`src/rtl/spi_cmd_pkg.sv`:
```
package spi_cmd_pkg;

    localparam int BUF_DEPTH = 64;
    localparam int BUF_AW    = $clog2(BUF_DEPTH);
    localparam int PTR_W     = BUF_AW + 1;

    localparam logic [7:0] ADR_CMD   = 8'h00;
    localparam logic [7:0] ADR_TXN   = 8'h01;
    localparam logic [7:0] ADR_RXN   = 8'h02;
    localparam logic [7:0] ADR_GO    = 8'h03;
    localparam logic [7:0] ADR_STAT  = 8'h04;
    localparam logic [7:0] ADR_BUF   = 8'h40;
    localparam int         GO_BIT    = 7;

    typedef enum logic [1:0] {
        SEQ_IDLE,
        SEQ_LOAD,
        SEQ_SHIFT,
        SEQ_END
    } seq_state_e;

    typedef struct packed {
        logic [5:0]       pad_hi;
        logic             err;
        logic             busy;
        logic             pad_rd;
        logic [PTR_W-1:0] rd_ptr;
        logic             pad_wr;
        logic [PTR_W-1:0] wr_ptr;
        logic [7:0]       done_cnt;
    } status_t;

    function automatic logic [7:0] status_byte(input status_t s, input logic [1:0] k);
        logic [31:0] w;
        w = s;
        return w[int'(k)*8 +: 8];
    endfunction

endpackage

```
`src/rtl/spi_byte_buf.sv`:
```
module spi_byte_buf #(
    parameter int DEPTH = 64,
    parameter int AW    = 6
) (
    input  logic          clk,
    input  logic          rst,
    input  logic          we,
    input  logic [AW-1:0] waddr,
    input  logic [7:0]    wdata,
    input  logic [AW-1:0] raddr_eng,
    input  logic [AW-1:0] raddr_sw,
    output logic [7:0]    rdata_eng,
    output logic [7:0]    rdata_sw
);
    logic [7:0] ent_q [DEPTH];

    for (genvar i = 0; i < DEPTH; i++) begin : g_ent
        logic [7:0] q;
        always_ff @(posedge clk) begin
            if (rst)
                q <= '0;
            else if (we && waddr == AW'(i))
                q <= wdata;
        end
        assign ent_q[i] = q;
    end

    assign rdata_eng = ent_q[raddr_eng];
    assign rdata_sw  = ent_q[raddr_sw];

endmodule

```
`src/rtl/spi_byte_shifter.sv`:
```
module spi_byte_shifter #(
    parameter int CLK_DIV = 4
) (
    input  logic       clk,
    input  logic       rst,
    input  logic       start,
    input  logic [7:0] tx_byte,
    input  logic       miso,
    output logic       sclk,
    output logic       mosi,
    output logic       done,
    output logic [7:0] rx_byte
);
    localparam int HALF = CLK_DIV / 2;
    localparam int HC_W = (HALF > 1) ? $clog2(HALF) : 1;

    logic [7:0]      sh_q;
    logic [2:0]      bit_q;
    logic [HC_W-1:0] hc_q;
    logic            act_q;

    always_ff @(posedge clk) begin
        if (rst) begin
            sh_q    <= '0;
            bit_q   <= '0;
            hc_q    <= '0;
            act_q   <= 1'b0;
            sclk    <= 1'b0;
            done    <= 1'b0;
            rx_byte <= '0;
        end else begin
            done <= 1'b0;
            if (start && !act_q) begin
                act_q <= 1'b1;
                sh_q  <= tx_byte;
                hc_q  <= '0;
                bit_q <= '0;
                sclk  <= 1'b0;
            end else if (act_q) begin
                if (hc_q == HC_W'(HALF - 1)) begin
                    hc_q <= '0;
                    if (!sclk) begin
                        sclk    <= 1'b1;
                        rx_byte <= {rx_byte[6:0], miso};
                    end else begin
                        sclk <= 1'b0;
                        if (bit_q == 3'd7) begin
                            act_q <= 1'b0;
                            done  <= 1'b1;
                        end else begin
                            bit_q <= bit_q + 3'd1;
                            sh_q  <= {sh_q[6:0], 1'b0};
                        end
                    end
                end else begin
                    hc_q <= hc_q + HC_W'(1);
                end
            end
        end
    end

    assign mosi = sh_q[7];

    a_r6_mosi_steady: assert property (@(posedge clk) disable iff (rst)
        sclk |-> $stable(mosi));
    a_r6_idle_low: assert property (@(posedge clk) disable iff (rst)
        !act_q |-> !sclk);

endmodule

```
`src/rtl/spi_cmd_engine.sv`:
```
module spi_cmd_engine
    import spi_cmd_pkg::*;
#(
    parameter int CLK_DIV = 4
) (
    input  logic       clk,
    input  logic       rst,
    input  logic       reg_we,
    input  logic [7:0] reg_addr,
    input  logic [7:0] reg_wdata,
    output logic [7:0] reg_rdata,
    output logic       spi_cs_n,
    output logic       spi_sclk,
    output logic       spi_mosi,
    input  logic       spi_miso
);
    seq_state_e       state_q;
    logic [7:0]       cmd_q, txn_q, rxn_q, byte_q, done_q;
    logic [PTR_W-1:0] rd_q, wr_q;
    logic             err_q, cs_q;

    logic       busy, sw_wr, buf_win, go_req, legal, eng_wr, sh_done;
    logic [8:0] xfer_sum;
    logic [7:0] eng_rd, sw_rd, rx_byte, tx_byte;
    status_t    stat;

    assign busy     = (state_q != SEQ_IDLE);
    assign sw_wr    = reg_we && !busy;
    assign buf_win  = (reg_addr[7:BUF_AW] == ADR_BUF[7:BUF_AW]);
    assign go_req   = sw_wr && (reg_addr == ADR_GO) && reg_wdata[GO_BIT];
    assign xfer_sum = {1'b0, txn_q} + {1'b0, rxn_q};
    assign legal    = (xfer_sum <= 9'(BUF_DEPTH));
    assign eng_wr   = (state_q == SEQ_SHIFT) && sh_done && (byte_q > txn_q);

    assign tx_byte = (byte_q == 8'd0)  ? cmd_q  :
                     (byte_q <= txn_q) ? eng_rd : 8'h00;

    spi_byte_buf #(.DEPTH(BUF_DEPTH), .AW(BUF_AW)) u_buf (
        .clk       (clk),
        .rst       (rst),
        .we        (busy ? eng_wr : (sw_wr && buf_win)),
        .waddr     (busy ? wr_q[BUF_AW-1:0] : reg_addr[BUF_AW-1:0]),
        .wdata     (busy ? rx_byte : reg_wdata),
        .raddr_eng (rd_q[BUF_AW-1:0]),
        .raddr_sw  (reg_addr[BUF_AW-1:0]),
        .rdata_eng (eng_rd),
        .rdata_sw  (sw_rd)
    );

    spi_byte_shifter #(.CLK_DIV(CLK_DIV)) u_shift (
        .clk     (clk),
        .rst     (rst),
        .start   (state_q == SEQ_LOAD),
        .tx_byte (tx_byte),
        .miso    (spi_miso),
        .sclk    (spi_sclk),
        .mosi    (spi_mosi),
        .done    (sh_done),
        .rx_byte (rx_byte)
    );

    always_ff @(posedge clk) begin
        if (rst) begin
            cmd_q <= '0;
            txn_q <= '0;
            rxn_q <= '0;
        end else if (sw_wr) begin
            case (reg_addr)
                ADR_CMD: cmd_q <= reg_wdata;
                ADR_TXN: txn_q <= reg_wdata;
                ADR_RXN: rxn_q <= reg_wdata;
                default: ;
            endcase
        end
    end

    always_ff @(posedge clk) begin
        if (rst) begin
            state_q <= SEQ_IDLE;
            byte_q  <= '0;
            done_q  <= '0;
            rd_q    <= '0;
            wr_q    <= '0;
            err_q   <= 1'b0;
            cs_q    <= 1'b1;
        end else begin
            case (state_q)
                SEQ_IDLE: if (go_req) begin
                    if (legal) begin
                        state_q <= SEQ_LOAD;
                        cs_q    <= 1'b0;
                        byte_q  <= '0;
                        done_q  <= '0;
                        rd_q    <= '0;
                        wr_q    <= txn_q[PTR_W-1:0];
                        err_q   <= 1'b0;
                    end else begin
                        err_q <= 1'b1;
                    end
                end
                SEQ_LOAD: begin
                    if (byte_q != 8'd0 && byte_q <= txn_q)
                        rd_q <= rd_q + PTR_W'(1);
                    state_q <= SEQ_SHIFT;
                end
                SEQ_SHIFT: if (sh_done) begin
                    if (eng_wr)
                        wr_q <= wr_q + PTR_W'(1);
                    if (byte_q != 8'd0)
                        done_q <= done_q + 8'd1;
                    if ({1'b0, byte_q} == xfer_sum) begin
                        cs_q    <= 1'b1;
                        state_q <= SEQ_END;
                    end else begin
                        byte_q  <= byte_q + 8'd1;
                        state_q <= SEQ_LOAD;
                    end
                end
                default: state_q <= SEQ_IDLE;
            endcase
        end
    end

    assign spi_cs_n = cs_q;

    always_comb begin
        stat          = '0;
        stat.err      = err_q;
        stat.busy     = busy;
        stat.rd_ptr   = rd_q;
        stat.wr_ptr   = wr_q;
        stat.done_cnt = done_q;
    end

    always_comb begin
        if (buf_win)
            reg_rdata = sw_rd;
        else if (reg_addr[7:2] == ADR_STAT[7:2])
            reg_rdata = status_byte(stat, reg_addr[1:0]);
        else begin
            case (reg_addr)
                ADR_CMD: reg_rdata = cmd_q;
                ADR_TXN: reg_rdata = txn_q;
                ADR_RXN: reg_rdata = rxn_q;
                ADR_GO:  reg_rdata = {busy, 7'b0};
                default: reg_rdata = 8'h00;
            endcase
        end
    end

    a_r7_cs_idle: assert property (@(posedge clk) disable iff (rst)
        !busy |-> spi_cs_n);
    a_r7_busy_release: assert property (@(posedge clk) disable iff (rst)
        $rose(spi_cs_n) |=> !busy);
    a_r6_sclk_framed: assert property (@(posedge clk) disable iff (rst)
        spi_cs_n |-> !spi_sclk);
    a_r9_oversize_blocked: assert property (@(posedge clk) disable iff (rst)
        (!busy && go_req && !legal) |=> (!busy && err_q && spi_cs_n));
    a_r5_wr_bound: assert property (@(posedge clk) disable iff (rst)
        wr_q <= PTR_W'(BUF_DEPTH));
    a_r10_cfg_frozen: assert property (@(posedge clk) disable iff (rst)
        (busy && reg_we) |=> ($stable(cmd_q) && $stable(txn_q) && $stable(rxn_q)));

endmodule

```
`config.mk`:
```
export PLATFORM = sky130hd
export DESIGN_NAME = spi_cmd_engine
export DESIGN_NICKNAME = d
export VERILOG_FILES = /design/src/rtl/spi_cmd_pkg.sv /design/src/rtl/spi_byte_buf.sv /design/src/rtl/spi_byte_shifter.sv /design/src/rtl/spi_cmd_engine.sv
export SDC_FILE = /design/constraint.sdc
export NUM_CORES = 2
export LEC_CHECK = 0
export BUFFER_PORTS_ARGS = -buffer_cell sky130_fd_sc_hd__buf_2
export CAP_MARGIN = 20
export CORE_MARGIN = 3
export CORE_UTILIZATION = 50
export CTS_CLUSTER_DIAMETER = 50
export CTS_CLUSTER_SIZE = 10
export DETAILED_ROUTE_END_ITERATION = 16
export HOLD_SLACK_MARGIN = 0.02
export PLACE_DENSITY = 0.65
export SLEW_MARGIN = 20
export SYNTH_ARGS = -nofsm -noshare
export SYNTH_HDL_FRONTEND = slang
export SYNTH_SLANG_ARGS = --single-unit
```
`constraint.sdc`:
```
create_clock -name clk -period 7.4 [get_ports clk]
set_clock_uncertainty 0.05 [all_clocks]
set_input_delay 0.74 -clock clk [delete_from_list [all_inputs] [get_ports clk]]
set_output_delay 0.74 -clock clk [all_outputs]
set_load 0.02 [all_outputs]
```
# --- After elaboration in Yosys (flattened, before gate mapping) ---
# Index checks and enable logic that the tools add are counted.
# Widths: inputs -> output; s select.
word_totals:
  in_bits: 20
  output_inout_bits: 11
  word_cells: 338
  reg_bits: 593
op_classes:
  n_reduce_logical: 101
  n_addsub: 7
  n_shift: 1
  n_mux: 55
  magnitude_cmp: 5
  n_bitwise: 7
  n_eq_ne: 81
ops:
  columns: ["cell", "n"]
  rows:
  - ["$eq 6x6->1 const B", 32]
  - ["$mux 8", 20]
  - ["$bmux 8 s6", 2]
  - ["$eq 6x5->1 const B", 16]
  - ["$logic_and 1x1->1", 72]
  - ["$mux 7", 7]
  - ["$eq 6x4->1 const B", 8]
  - ["$pmux 8 s2", 2]
  - ["$pmux 8 s4", 1]
  - ["$shiftx 32x6->8", 1]
  - ["$pmux 7 s2", 2]
  - ["$eq 6x3->1 const B", 4]
  - ["$reduce_and 5->1", 4]
  - ["$add 8x1->8 const B", 2]
  - ["$eq 8x2->1 const B", 2]
  - ["$logic_not 8->1", 2]
  - ["$reduce_and 4->1", 4]
  - ["$add 7x1->7 const B", 2]
  - ["$ge 7x7->1 const B", 2]
  - ["$mux 1", 14]
  - ["$not 6->7", 2]
  - ["$eq 6x1->1 const B", 2]
  - ["$eq 6x2->1 const B", 2]
  - ["$reduce_bool 2->1", 6]
  - ["26 further kinds", 46]

# --- Longest topological paths before layout ---
depth:
  word_depth: 7
  depth_mapped: 12
  ltp_nobuf: 10

# --- Cells and area by module ---
# A second synthesis with hierarchy kept.
hier_totals:
  cells_unflattened: 3459
  hier_area_um2: 32064.5
modules_own_cells:
  columns: ["mod", "instances", "cells_per_inst", "area_per_inst_um2", "seq_area_each_um2"]
  rows:
  - ["spi_byte_buf", 1, 2793, 26716.9, 10249.8]
  - ["spi_cmd_engine", 1, 563, 4320.4, 1161.1]
  - ["spi_byte_shifter", 1, 103, 1027.2, 460.4]

# --- Least setup slack after synthesis ---
# OpenSTA, ideal clock, no wires.
synth_timing:
  path_type: "input port to output port"
  from: "in reg_addr[0]"
  to: "out reg_rdata[2]"
  setup_slack_ns: 3.679
  required_ns: 6.610
  n_path_buf: 2
  t_arrival_ns: 2.931
  cell_stages: 6
  cell_sequence: "clkbuf_1 buf_1 mux4_2 mux4_2 mux2i_1 o221ai_1"
synth_between:
  elab_chain_cells: 5
synth_lines:
  columns: ["item", "line", "source"]
  rows:
  - ["start, declared", "spi_cmd_engine.sv:9", "input logic [7:0] reg_addr,"]
  - ["$not 6->7 (not written as such)", "spi_byte_buf.sv:29", "assign rdata_sw = ent_q[raddr_sw];"]
  - ["$bmux 8 s6", "spi_byte_buf.sv:29", null]
  - ["$mux 8 (not written as such) (2 in a row)", "spi_byte_buf.sv:29", null]
  - ["$mux 8 (*)", "spi_cmd_engine.sv:136", "if (buf_win)"]
  - ["end, declared", "spi_cmd_engine.sv:11", "output logic [7:0] reg_rdata,"]
# Mark *: on every way between the ends. The rest lies on a longest branch, timed or not. The select of a mux whose other input is x is not followed.

# --- Worst setup path after layout ---
layout_timing:
  from: "in reg_addr[0]"
  to: "out reg_rdata[5]"
# The elaborated chain is that of the path after synthesis.

==> flow_metrics.env <==
export IMPL_critical_path_top_delay_family="multiplexers"
export IMPL_min_to="u_shift.rx_byte[0]"
export IMPL_drt_wirelength_per_cell_um=25.6
export IMPL_drc_errors=0
export IMPL_ys_seq_area_share_pct=37.3
export IMPL_worstPathRequired_ns=6.61
export IMPL_drt_total_wl_um=94800
export IMPL_rr_startpoint="txn_q[4]"
export IMPL_cts_reportedPaths_clkPinSlew_ns=0.05
export IMPL_port_buffer_count=30
export IMPL_worst_setup_path_startpoint="reg_addr[0]"
export IMPL_design_die_area_sq_um=66800
export IMPL_drt_initial_drc_count=3303
export IMPL_initial_utilization_pct=51.1
export IMPL_boundaryPins=31
export IMPL_die_height_um=258
export IMPL_final_period_utilization_pct=66.2
export IMPL_gp_congestion=0.942
export IMPL_drive_above_1_share_pct=19.1
export IMPL_syn_area_per_cell_sq_um=10.8
export IMPL_cts_tree="done"
export IMPL_diodes=0
export IMPL_grt_max_degree=330
export IMPL_setup_viols_final=0
export IMPL_preCtsSetupSlack_ns=2.59
export IMPL_r2r_setup_slack_ns=3.14
export IMPL_yosys_top_cells_count="dfxtp_1 (593), o21ai_0 (346), nand3b_1 (309), mux4_2 (299), mux2i_1 (298)"
export IMPL_placementRows=91
export IMPL_syn_instance_count=2958
export IMPL_floorplan_die_width_um=258
export IMPL_status="finished, final reports clean"
export IMPL_cts_buffers_inserted=76
export IMPL_dominantRegCellSynth="dfxtp_1"
export IMPL_cts_htree_levels=3
export IMPL_yosys_top_cells_area="dfxtp_1 (37%), mux4_2 (21%), mux2i_1 (9.4%), nand3b_1 (7.3%), o21ai_0 (5.4%)"
export IMPL_worst_hold_stages=3
export IMPL_grt_use_total_pct=28.2
export IMPL_timing_critical_path_slowest_cell_delay_ns=0.66
export IMPL_final_hold_violation_count=0
export IMPL_synth_most_common_cell="dfxtp_1"
export IMPL_worst_slew_margin_rel_pct=26.4
export IMPL_final_count_of_pins_violating_max_slew=0
export IMPL_antenna_violations_before_repair=0
export IMPL_max_clock_path_buffers=3
export IMPL_finalWorstSetupSlack_ns=2.50
export IMPL_worst_r2r_path_depth=10
export IMPL_clockRootBuffer="clkbuf_16"
export IMPL_finalSetupTns_ns=0
export IMPL_hp_start="spi_miso"
export IMPL_max_clock_freq_mhz=204
export IMPL_drt_first_pass_iters=6
export IMPL_critPathLaunchType="primary input"
export IMPL_ir_worst_vdd_mv=0.139
export IMPL_path_class="primary input to output port"
export IMPL_drv_max_cap_violation_count=0
export IMPL_yosys_cell_types_count=74
export IMPL_crit_slowest_cell="buf_8"
export IMPL_worstPathMaxFanout=79
export IMPL_synthesis_nets=3002
export IMPL_critPathMostFrequentCell="mux4_2"
export IMPL_cp_buffers_inverters=3
export IMPL_hp_class="primary input to flip-flop"
export IMPL_synth_async_reset_ratio_pct=0
export IMPL_timing_rr_end="u_buf.g_ent[35].q[6]"
export IMPL_vias=24700
export IMPL_fin_crit_ns=4.90
export IMPL_routed_via_density=6.68
export IMPL_cts_sinks=593
export IMPL_slew_worst_pin_ns=1.10
export IMPL_post_synthesis_sequential_element_count=593
export IMPL_areaGrowthSynthToFinish_pct=9.38
export IMPL_synth_enable_flop_cells=0
export IMPL_post_syn_area_sq_um=31900
export IMPL_place_hpwl_um=59200
export IMPL_timing_critical_path_arrival_ns=4.11
export IMPL_design_core_area_sq_um=62400
export IMPL_via_count_of_the_first_global_routing_pass=24000
export IMPL_synth_top_area_share_pct=37.3
export IMPL_fin_nets=2879
export IMPL_post_synth_top_area_cell="dfxtp_1"
export IMPL_antenna_left=0
export IMPL_holdBufCountCts=0
export IMPL_insertion_delay_ns=0.61
export IMPL_rsz0062_at_grt="false"
export IMPL_cts_repair_timing_setup_buffer_count=0
export IMPL_crit_chain="buf_8 > buf_12 > mux4_2 > mux4_2 > mux2i_1 > o221ai_1 > buf_2"
export IMPL_ys_warnings_count=0
export IMPL_grt_overflow_total=0
export IMPL_end_kind="output port"
export IMPL_grt_first_pass_wirelength_um=146000
export IMPL_p_leak_nw=12.2
export IMPL_pd_cells_nw_per_um2=198
export IMPL_cts_resized=0
export IMPL_fin_worst_hold_slack_ns=0.322
export IMPL_design_power_total_w=0.00690
[logic make-up (layout without fill, tap and decap cells)]
logic type | after synthesis | count (layout) | synth area share (%)
and+or+nand+nor | 846 | 846 | 16.4
muxes | 598 | 598 | 30.5
DFF | 593 | 593 | 37.3
AOI/OAI and AO/OA | 571 | 571 | 10.6
buffers and inverters | 314 | 219 | 3.88
adders and majority gates | 24 | 24 | 0.966
xor gates and xnor gates | 12 | 12 | 0.373
[cells in the final DEF, fill, tap and decap left out, types with 17 or more instances in the layout]
cell	Yosys	routed
nand3_1	25	25
buf_2	31	27
a21oi_1	67	66
nand2_1	119	119
nor2_1	74	73
mux2i_1	298	298
a221oi_1	18	18
o21ai_0	346	346
nand2b_1	214	214
clkbuf_16	0	78
nand3b_1	309	309
ha_1	23	23
o2111ai_2	0	17
dfxtp_1	593	590
mux4_2	299	299
buf_4	5	52
o2111ai_1	39	22
nor3_1	18	18
inv_1	20	20
[stage by stage]
step | utilization [%] | std cells | area (sq um)
2_1_floorplan | - | 2958 | 31900
3_3_place_gp | 52.2 | 3592 | 32600
3_5_place_dp | 52.2 | 3593 | 32600
4_1_cts | 55.8 | 3699 | 34800
5_1_grt | 55.9 | 3700 | 34800
6_report | 55.9 | 3700 | 34800
[area by class of cell]
cell class	count	area, sq um
Clock buffer	90	2060
Clock inverter	16	165
Fill cell	5310	27500
Inverter	24	91.3
Multi-Input combinational cell	2051	18900
Sequential cell	593	11900
Tap cell	837	1050
Timing Repair Buffer	89	714
[where the power goes]
| part | total [W] | internal, W | switching, W |
|---|---|---|---|
| registers | 0.00320 | 0.00320 | 0.00000291 |
| logic | 0.000304 | 0.000109 | 0.000194 |
| clock network | 0.00340 | 0.00199 | 0.00140 |
| total | 0.00690 | 0.00530 | 0.00160 |
[routing by layer]
metal,up-vias,part of all wire [%],GRT usage (%),wire length (um)
li1,10900,-,-,-
met1,12400,41,38.5,39000
met2,1167,46,43.5,43200
met3,249,9.0,6.10,8490
met4,0,4.3,12.4,4120
met5,-,0,0,0
[registers in the layout, indices dropped and copies added (netlist names), 2 cells and up]
register / flops
rxn_q: 8
wr_q: 7
cmd_q: 8
done_q: 8
txn_q: 8
u_buf.g_ent.q: 512
byte_q: 8
state_q: 2
u_shift.bit_q: 3
u_shift.sh_q: 8
rd_q: 7
u_shift.rx_byte: 8
[tightest hold or removal path, delay by kind of cell]
family,cells,cell delay [ns]
buffers and inverters,1,0.10
AOI/OAI and AO/OA,1,0.05
and+or+nand+nor,1,0.05
[worst max-delay path by stage]
stage                        end  slack, ns  cells past startpoint
floorplan           reg_rdata[2]       3.68                      6
global placement    reg_rdata[5]       2.61                      7
detailed placement  reg_rdata[5]       2.59                      7
CTS                 reg_rdata[5]       2.59                      7
global route        reg_rdata[5]       2.32                      7
finish              reg_rdata[5]       2.50                      7
(Power assumes the default switching activity.)
